==> src/rtl/vstep_ctrl.sv <==
module vstep_ctrl #(
  parameter int XLEN = 64,
  parameter int VLW  = 7,
  parameter int SUBW = 2,
  parameter int OFFW = 7
) (
  input  logic            clk,
  input  logic            rst_n,
  input  logic            ins_valid,
  input  logic [6:0]      ins_sel,
  input  logic            ins_vf,
  input  logic            ins_rc,
  input  logic [VLW:0]    st_vl,
  input  logic [SUBW-1:0] st_subvl,
  input  logic [VLW-1:0]  st_srcstep,
  input  logic [VLW-1:0]  st_dststep,
  input  logic [SUBW-1:0] st_ssub,
  input  logic [SUBW-1:0] st_dsub,
  input  logic [OFFW-1:0] shape_off0,
  input  logic [OFFW-1:0] shape_off1,
  input  logic [OFFW-1:0] shape_off2,
  input  logic [OFFW-1:0] shape_off3,
  output logic            res_valid,
  output logic [XLEN-1:0] res_data,
  output logic            cr_we,
  output logic            cr0_eq,
  output logic            mode_we,
  output logic            mode_pack,
  output logic            mode_unpack,
  output logic            src_step,
  output logic            dst_step
);

  localparam logic [6:0] SEL_STEP   = 7'd0;
  localparam logic [6:0] SEL_CLRPK  = 7'd12;
  localparam logic [6:0] SEL_SETPK  = 7'd13;
  localparam logic [6:0] SEL_SETUPK = 7'd14;

  logic [XLEN-1:0] q_data;
  logic [VLW:0]    vl_last;
  logic            loop_end, is_nop, is_mode, is_step;

  assign vl_last  = st_vl - 1'b1;
  assign loop_end = ({1'b0, st_srcstep} == vl_last && st_ssub == st_subvl) ||
                    ({1'b0, st_dststep} == vl_last && st_dsub == st_subvl);
  assign is_nop   = ins_sel == SEL_STEP && !ins_vf && !ins_rc;
  assign is_mode  = ins_vf && (ins_sel == SEL_CLRPK || ins_sel == SEL_SETPK ||
                               ins_sel == SEL_SETUPK);
  assign is_step  = ins_vf && ins_sel == SEL_STEP;

  always_comb begin
    q_data = '0;
    case (ins_sel)
      7'd1: q_data[OFFW-1:0] = shape_off0;
      7'd2: q_data[OFFW-1:0] = shape_off1;
      7'd3: q_data[OFFW-1:0] = shape_off2;
      7'd4: q_data[OFFW-1:0] = shape_off3;
      7'd5: q_data[VLW-1:0]  = st_srcstep;
      7'd6: q_data[VLW-1:0]  = st_dststep;
      7'd7: q_data[SUBW-1:0] = st_ssub;
      7'd8: q_data[SUBW-1:0] = st_dsub;
      default: q_data = '0;
    endcase
  end

  always_ff @(posedge clk) begin
    if (!rst_n) begin
      res_valid   <= 1'b0;
      res_data    <= '0;
      cr_we       <= 1'b0;
      cr0_eq      <= 1'b0;
      mode_we     <= 1'b0;
      mode_pack   <= 1'b0;
      mode_unpack <= 1'b0;
      src_step    <= 1'b0;
      dst_step    <= 1'b0;
    end else begin
      res_valid   <= ins_valid && !is_nop;
      res_data    <= (ins_valid && !is_nop) ? q_data : '0;
      cr_we       <= ins_valid && ins_rc;
      cr0_eq      <= ins_valid && ins_rc && loop_end;
      mode_we     <= ins_valid && is_mode;
      mode_pack   <= ins_valid && is_mode && ins_sel == SEL_SETPK;
      mode_unpack <= ins_valid && is_mode && ins_sel == SEL_SETUPK;
      src_step    <= ins_valid && is_step;
      dst_step    <= src_step;
    end
  end

  a_r4_dst_after_src: assert property (@(posedge clk) disable iff (!rst_n)
    src_step |=> dst_step);
  a_r4_step_zero: assert property (@(posedge clk) disable iff (!rst_n)
    src_step |-> res_valid && res_data == '0);
  a_r5_no_step_enquiry: assert property (@(posedge clk) disable iff (!rst_n)
    ins_valid && !ins_vf |=> !mode_we && !src_step);
  a_r3_flags_exclusive: assert property (@(posedge clk) disable iff (!rst_n)
    mode_we |-> !(mode_pack && mode_unpack));
  a_r8_eq_needs_we: assert property (@(posedge clk) disable iff (!rst_n)
    cr0_eq |-> cr_we);
  a_r10_single_pulse: assert property (@(posedge clk) disable iff (!rst_n)
    !ins_valid |=> !res_valid && !cr_we && !mode_we && !src_step);
  a_r6_nop_silent: assert property (@(posedge clk) disable iff (!rst_n)
    ins_valid && ins_sel == 7'd0 && !ins_vf && !ins_rc |=> !res_valid && !cr_we);

endmodule

==> config.mk <==
export PLATFORM = sky130hd
export DESIGN_NAME = vstep_ctrl
export DESIGN_NICKNAME = d
export VERILOG_FILES = /design/src/rtl/vstep_ctrl.sv
export SDC_FILE = /design/constraint.sdc
export NUM_CORES = 1
export LEC_CHECK = 0
export BUFFER_PORTS_ARGS = -buffer_cell sky130_fd_sc_hd__buf_4
export CAP_MARGIN = 15
export CORE_MARGIN = 2
export CORE_UTILIZATION = 35
export DETAILED_ROUTE_END_ITERATION = 16
export PLACE_DENSITY = 0.81
export RECOVER_POWER = 50
export SLEW_MARGIN = 20
export SYNTH_ARGS = -nofsm -noshare
export SYNTH_HDL_FRONTEND = slang
export SYNTH_SLANG_ARGS = --single-unit
==> constraint.sdc <==
create_clock -name clk -period 5.1 [get_ports clk]
set_input_delay 0.51 -clock clk [delete_from_list [all_inputs] [get_ports clk]]
set_output_delay 0.51 -clock clk [all_outputs]
set_load 0.05 [all_outputs]
Word-level counts from Yosys, hierarchy flattened
Index checks and enable logic that the tools add are counted.
{ "totals": {"regBits": 72, "in_bits": 68, "output_inout_bits": 72, "word_cells": 49} }
{ "op_classes": {"addsub": 1, "n_eq_ne": 15, "muxes": 2, "n_reduce_logical": 21} }
{ "op_table": {"columns": ["cell", "count"], "rows": [
  ["one-hot mux 5 bit (6 select lines)", 1],
  ["== test 7 x 3 -> 1 bit (second input constant)", 4],
  ["== test 7 x 4 -> 1 bit (second input constant)", 4],
  ["== test 7 x 8 -> 1 bit", 2],
  ["one-hot mux 2 bit (8 select lines)", 1],
  ["== test 7 x 2 -> 1 bit (second input constant)", 2],
  ["logical AND 1 bit", 13],
  ["subtractor 8 x 1 -> 8 bit (second input constant)", 1],
  ["== test 7 x 1 -> 1 bit (second input constant)", 1],
  ["logical NOT 7 bit", 1],
  ["== test 2 bit", 2],
  ["logical NOT 1 bit", 3],
  ["logical OR 1 bit", 3],
  ["AND reduction 2 bit", 1]
]} }

Depth between registers and ports, before layout
Gate-level depths: netlist (run 1).
{ "depth": {"ltp_word": 6, "ltp_mapped": 9, "mapped_depth_nobuf": 8} }

Worst setup path before layout (run 1)
Ideal clock, no wire load.
{ "synth_timing": {"path_kind": "in2reg", "startpoint": "input st_vl[0]", "endpoint": "register cr0_eq", "setup_ps": 70, "arrival_time_ps": 1937, "required_time_ps": 5030, "slack_ps": 3094, "stages": 9, "n_path_buf": 1, "cell_sequence": "inv_1 > ha_1 > or3b_1 > buf_4 > nor3_4 > xnor2_1 > xor2_1 > nand4b_1 > a21oi_1"} }
{ "synth_between": {"elab_chain_cells": 5} }
{ "synth_rtl": {"columns": ["element", "line", "text"], "rows": [
  ["from (decl)", "13", "input logic [VLW:0] st_vl,"],
  ["subtractor 8 x 1 -> 8 bit *", "43", "assign vl_last = st_vl - 1'b1;"],
  ["== test 7 x 8 -> 1 bit, on equally long branches", "44, 45", null],
  ["logical AND 1 bit, on equally long branches", "44, 45", null],
  ["logical OR 1 bit *", "44", "assign loop_end = ({1'b0, st_srcstep} == vl_last && st_ssub == st_subvl) ||"],
  ["logical AND 1 bit *", "81", "cr0_eq <= ins_valid && ins_rc && loop_end;"],
  ["to (signal assigned)", "81", null],
  ["to (decl)", "26", "output logic cr0_eq,"]
]} }
Mark *: on every way between the ends. The rest lies on a longest branch, timed or not.
A chain may end at the register's enable or synchronous reset.

Worst setup path after layout (run 1)
{ "layout_timing": {"startpoint": "input ins_sel[0]", "endpoint": "register res_data[0]"} }
{ "layout_between": {"elab_chain_cells": 6} }
{ "layout_rtl": {"columns": ["element", "line", "text"], "rows": [
  ["from (decl)", "10", "input logic [6:0] ins_sel,"],
  ["logical NOT 7 bit", "46", "assign is_nop = ins_sel == SEL_STEP && !ins_vf && !ins_rc;"],
  ["logical AND 1 bit (2 in series)", "46", null],
  ["logical NOT 1 bit", "79", "res_data <= (ins_valid && !is_nop) ? q_data : '0;"],
  ["logical AND 1 bit", "79", null],
  ["AND reduction 2 bit (no line)", null, null],
  ["to (signal assigned)", "79", null],
  ["to (decl)", "24", "output logic [XLEN-1:0] res_data,"]
]} }
Several ways; a longest one is shown, not always the timed one.

==> metrics.md, run 1 <==
| Metric | Value |
|---|---|
| Final Max Tran Viols | `0` |
| Fin worst setup slack | `2884 ps` |
| FFs w/ async S/R, synth | `0%` |
| Placement Setup Slack | `2806 ps` |
| Post-layout util | `44.93%` |
| DP HPWL | `3.724 mm` |
| CTS resizes | `0` |
| Initial antenna violation count | `0` |
| Die height | `73.45 um` |
| Synthesized area | `1688 sq um` |
| Pwr Total | `422.7 uW` |
| Crit start category | `primary input` |
| Clock skew | `0.2860 ps` |
| Unique masters post-synth | `44` |
| Req. time, crit path | `5240 ps` |
| Yosys warning total | `0` |
| Crit path time final | `2216 ps` |
| Diodes inserted | `0` |
| Post-Syn Instances | `208` |
| CTS buffer count | `3` |
| Hold slack | `466.3 ps` |
| Setup bufs post-CTS | `0` |
| Outcome | `completed` |
| Via count | `1552` |
| Die width | `73.45 um` |
| # rows | `25` |
| Synth Area in Compound Gates | `13.86%` |
| Final hold viol count | `0` |
| Root Buffer | `clkbuf_8` |
| Worst skew pair latency | `240 ps` |
| Pwr/cell area | `200.5 nW/um^2` |
| Post-route setup TNS | `0 ps` |
| Routability-driven placement congestion ratio | `0.8196` |
| Largest family of logic cells by synthesized area | `buffers and inverters` |
| Post-CTS Hold Buffers | `0` |
| VDD IR max | `0.07885 mV` |
| Syn_area_per_cell | `8.115 sq um` |
| Number of global-route vias before repair | `1324` |
| Clock-pin slew on the worst setup and hold paths | `60 ps` |
| Worst-Margin Slew | `1102 ps` |
| Layout cell share with drive strength beyond 1 | `29.58%` |
| DR DRC count | `0` |
| Slew HR | `26.52%` |
| H-tree depth | `1` |
| RSZ-0062 raised after global routing | `no` |
| CP max FO | `26` |
| Synth Area in XOR/XNOR | `10.38%` |
| DRT Pass-1 Iters | `4` |
| Gr ovfl total | `0` |
| Dpl cell area | `2111 sq um` |
| P_leak | `0.9982 nW` |
| Area Growth Syn to Fin | `24.91%` |
| Setup violations, final | `0` |
| Initial Util | `35.97%` |
| NumNets Final | `354` |
| Crit path DAT | `2350 ps` |
| Dominant synthesized flop cell | `dfxtp_1` |
| Pin count of the biggest net entering global routing | `27` |
| Die area | `5394 sq um` |
| Cell area after layout | `2108 sq um` |
| Clock buffer depth | `2` |
| Number of max-cap violations | `0` |
| Worst Path Class, Setup | `in -> reg` |
| Final worst path period share | `43.46%` |
| First-pass GRT wire length | `6.134 mm` |
| Port-buffer cells | `82` |
| CORE AREA | `4692 sq um` |
| Post-synthesis simple-gate area fraction | `17.42%` |
| Multiplexer share of the synthesized area | `10.60%` |
| Ports | `140` |
| Max Fclk | `451.2 MHz` |
| TritonCTS clock tree | `built` |
| Synthesized flop and latch total | `15` |
| HP Class | `reg -> reg` |
| Initial DRC count | `38` |
| Crit path capture type | `flop` |
| Post-route ant nets | `0` |
| Via-to-Cell Ratio | `4.592` |
| Layout Cells excl Fill | `338` |
| Synth Area in Adders | `0.7413%` |
| Final WL | `4.366 mm` |
| Wire per inst | `12.92 um` |
| Dpl cells | `334` |
| Tot GR Track Use | `14.76%` |
| Post-synthesis sequential area ratio | `17.79%` |
| Clock sink total | `15` |
| Number of flops mapped to enable cells by yosys | `0` |
-- registers in the layout, summed over array words and instances, names as in the netlist --
register and flops:
src_step 1, res_valid 1, res_data 7, cr0_eq 1, mode_we 1, cr_we 1, mode_unpack 1, mode_pack 1
dst_step 1
-- worst paths after layout --
| kind | start | depth (start not counted) | to | slack [ps] |
|---|---|---|---|---|
| setup / recovery | ins_sel[0] | 6 | res_data[0] | 2880 |
| hold / removal | src_step | 1 | dst_step | 470 |
| setup reg to reg | src_step | 1 | dst_step | 4550 |
| hold reg to reg | src_step | 1 | dst_step | 470 |
-- where the power goes --
part,internal [mW],total [mW],switching (mW)
combinational,0.0634,0.210,0.147
sequential,0.118,0.119,0.000249
clock,0.0540,0.0939,0.0399
-- layout by cell type (no fill, tap or decap), types with 2 or more instances in the layout --
cell / synthesis / layout
a211o_1: 2 / 2
a211oi_1: 5 / 5
a21oi_1: 14 / 14
a221oi_1: 3 / 3
a31oi_1: 2 / 2
buf_4: 58 / 69
clkbuf_1: 3 / 13
clkbuf_8: 0 / 3
conb_1: 1 / 57
dfxtp_1: 15 / 15
inv_1: 5 / 5
mux2_2: 3 / 3
mux2i_1: 10 / 10
mux4_2: 2 / 2
nand2_1: 4 / 4
nand2b_1: 3 / 3
nand3_1: 4 / 4
nand4_1: 2 / 2
nor2_1: 13 / 13
nor2b_1: 2 / 2
nor3_1: 6 / 6
nor3_4: 2 / 2
nor3b_1: 3 / 3
o21ai_0: 4 / 4
xnor2_1: 12 / 12
xor2_1: 8 / 8
-- final cells by class --
type,instances,area (sq um)
clock buffer,3,41.29
clock inverter,1,5.005
fill,483,2584
inverter,5,18.77
multi-input combinational,178,1109
sequential,15,300.3
tap,54,67.56
timing repair buffer,82,566.8
-- metal layers --
layer  share of wire (%)  vias to the layer above  track usage (%)
met5                   0                        -                0
met4                 1.2                        0            5.455
met3                  13                        4            3.429
met2                  48                      112            26.29
met1                  37                      676            17.01
li1                    -                      760                -
-- worst max-delay path, stage by stage --
cell and delay (ps):
clkbuf_1 800, mux4_2 610, a21oi_1 170, nor3_1 60, a31oi_1 150, nor2_1 50
-- synthesized netlist by cell type (4+ instances only) --
cell type  number  area [sq um]
buf_2           4         20.02
nand3_1         4         20.02
a211oi_1        5         37.54
inv_1           5         18.77
xnor2_1        12         105.1
nor3_1          6         30.03
nor2_1         13         48.80
a21oi_1        14         70.07
buf_4          58         435.4
o21ai_0         4         20.02
mux2i_1        10         100.1
nand2_1         4         15.01
dfxtp_1        15         300.3
xor2_1          8         70.07
-- logic make-up after synthesis --
logic type	count (synthesis)
flip-flops	15
XOR/XNOR	20
buffers and inverters	71
AND/OR/NAND/NOR	49
adder cells (fa/ha/maj)	1
multiplexers	15
AO/OA/AOI/OAI	36
other	1
No activity file was read; power rests on OpenSTA's default activity.
==> inputs of run 2 (changes only) <==
==> constraint.sdc (replaced) <==
create_clock -name clk -period 2.2 [get_ports clk]
set_input_delay 0.22 -clock clk [delete_from_list [all_inputs] [get_ports clk]]
set_output_delay 0.22 -clock clk [all_outputs]
set_load 0.05 [all_outputs]
==> metrics.md, run 2 (same netlist as run 1, synthesis figures left out) <==
| Metric | Value |
|---|---|
| Clock-pin slew on the worst setup and hold paths | `60 ps` |
| Via-to-Cell Ratio | `4.607` |
| Max Fclk | `566.0 MHz` |
| Final worst path period share | `80.31%` |
| Switching share of power | `44.16%` |
| TritonCTS clock tree | `built` |
| Reg power frac | `28.1%` |
| Post-route ant nets | `0` |
| Initial DRC count | `35` |
| DP HPWL | `3.720 mm` |
| First-pass GRT wire length | `6.065 mm` |
| Pwr/cell area | `463.7 nW/um^2` |
| DRT Pass-1 Iters | `4` |
| HP Class | `in -> reg` |
| Clock skew | `0.1948 ps` |
| Commonest cells after routing, fill and taps aside | `69 x buf_4, 57 x conb_1, 15 x dfxtp_1` |
| Crit path DAT | `1940 ps` |
| Setup violations, final | `0` |
| Routability-driven placement congestion ratio | `0.8197` |
| Final Max Tran Viols | `0` |
| Biggest register | `res_data` |
| Port-buffer cells | `82` |
| Post-CTS Hold Buffers | `0` |
| Ports | `140` |
| Outcome | `completed` |
| # fillers | `468` |
| Wire per inst | `12.74 um` |
| Die area | `5394 sq um` |
| H-tree depth | `1` |
| Initial Util | `35.97%` |
| Root Buffer | `clkbuf_8` |
| Int Power | `546.9 uW` |
| Commonest non-fill, non-tap cell in the layout | `buf_4` |
| Pin count of the biggest net entering global routing | `27` |
| Tot GR Track Use | `14.46%` |
| VDD IR max | `0.1607 mV` |
| Max FFs per register | `7` |
| Clock sink total | `15` |
| DR DRC count | `0` |
| Post-route setup TNS | `0 ps` |
| Number of global-route vias before repair | `1333` |
| Final WL | `4.306 mm` |
| P_leak | `1.002 nW` |
| Comb pwr share | `49.7%` |
| Hold slack | `205.7 ps` |
| Clk network pwr share | `22.3%` |
| Gr ovfl total | `0` |
| Die width | `73.45 um` |
| Setup bufs post-CTS | `0` |
| RSZ-0062 raised after global routing | `no` |
| Number of max-cap violations | `0` |
| Switch Pwr | `432.5 uW` |
| Crit path time final | `1767 ps` |
| Worst skew pair latency | `240 ps` |
| Die height | `73.45 um` |
| Crit path capture type | `flop` |
| Req. time, crit path | `2380 ps` |
| Crit start category | `primary input` |
| Slew HR | `58.49%` |
| Initial antenna violation count | `0` |
| Clock buffer depth | `2` |
| Layout cell share with drive strength beyond 1 | `29.93%` |
| Worst-Margin Slew | `625.4 ps` |
| CORE AREA | `4692 sq um` |
| Via count | `1557` |
| Area Growth Syn to Fin | `25.13%` |
| Final hold viol count | `0` |
| CP max FO | `6` |
| Diodes inserted | `0` |
| NumNets Final | `354` |
| CTS resizes | `0` |
| Worst Path Class, Setup | `in -> reg` |
| # rows | `25` |
| CTS buffer count | `3` |
## run 2: cell types whose count changed in the layout (fill, tap and decap cells not counted)
cell and change:
clkbuf_1 -1, clkbuf_4 +1
## run 2: through the flow
stage	cells	setup slack (ps)	util (%)	power (mW)	instance area, sq um
floorplan	264	483.5	-	0.7103	1898
CTS	338	455.6	45.97	0.9887	2157
finish	338	433.2	45.01	0.9794	2112
detailed placement	334	197.5	44.99	0.7685	2111
global route	338	302.1	45.01	1.021	2112
global placement	334	302.7	44.99	0.7619	2111
## run 2: metal layers
layer | routed length [um] | global-route usage [%] | up-vias
li1 | - | - | 759
met3 | 510 | 2.881 | 4
met1 | 1650 | 16.29 | 693
met2 | 2097 | 26.59 | 101
met5 | 0 | 0 | -
met4 | 47 | 5.253 | 0
## run 2: cell type report
type / count / area (sq um) / share of cell area, %
multi-input cells: 178 / 1109 / 52.49
repair buffers: 82 / 570.5 / 27.01
flip-flops and latches: 15 / 300.3 / 14.22
well taps: 54 / 67.56 / 3.199
clock buffers: 3 / 41.29 / 1.955
inverters: 5 / 18.77 / 0.8886
clock inverters: 1 / 5.005 / 0.2370
## run 2: worst max-delay path, cell delays in order
cell and delay, ps:
buf_4 130, inv_1 50, ha_1 200, or3b_1 480, nor3_4 210, xnor2_1 200, xor2_1 170, nand4b_1 120
a21oi_1 160
## run 2: power by group through the flow
stage	registers [mW]	logic, mW	clock network [mW]
2_1_floorplan	0.290	0.420	0
3_3_place_gp	0.281	0.481	0
6_report	0.275	0.486	0.218
3_5_place_dp	0.281	0.488	0
5_1_grt	0.275	0.515	0.230
4_1_cts	0.275	0.489	0.225
## run 2: worst paths after layout
check / start / endpoint / slack, ps / depth (start not counted)
min: ins_sel[3] / src_step / 210 / 2
max reg2reg: src_step / dst_step / 1650 / 1
max: st_vl[0] / cr0_eq / 430 / 9
min reg2reg: src_step / dst_step / 470 / 1
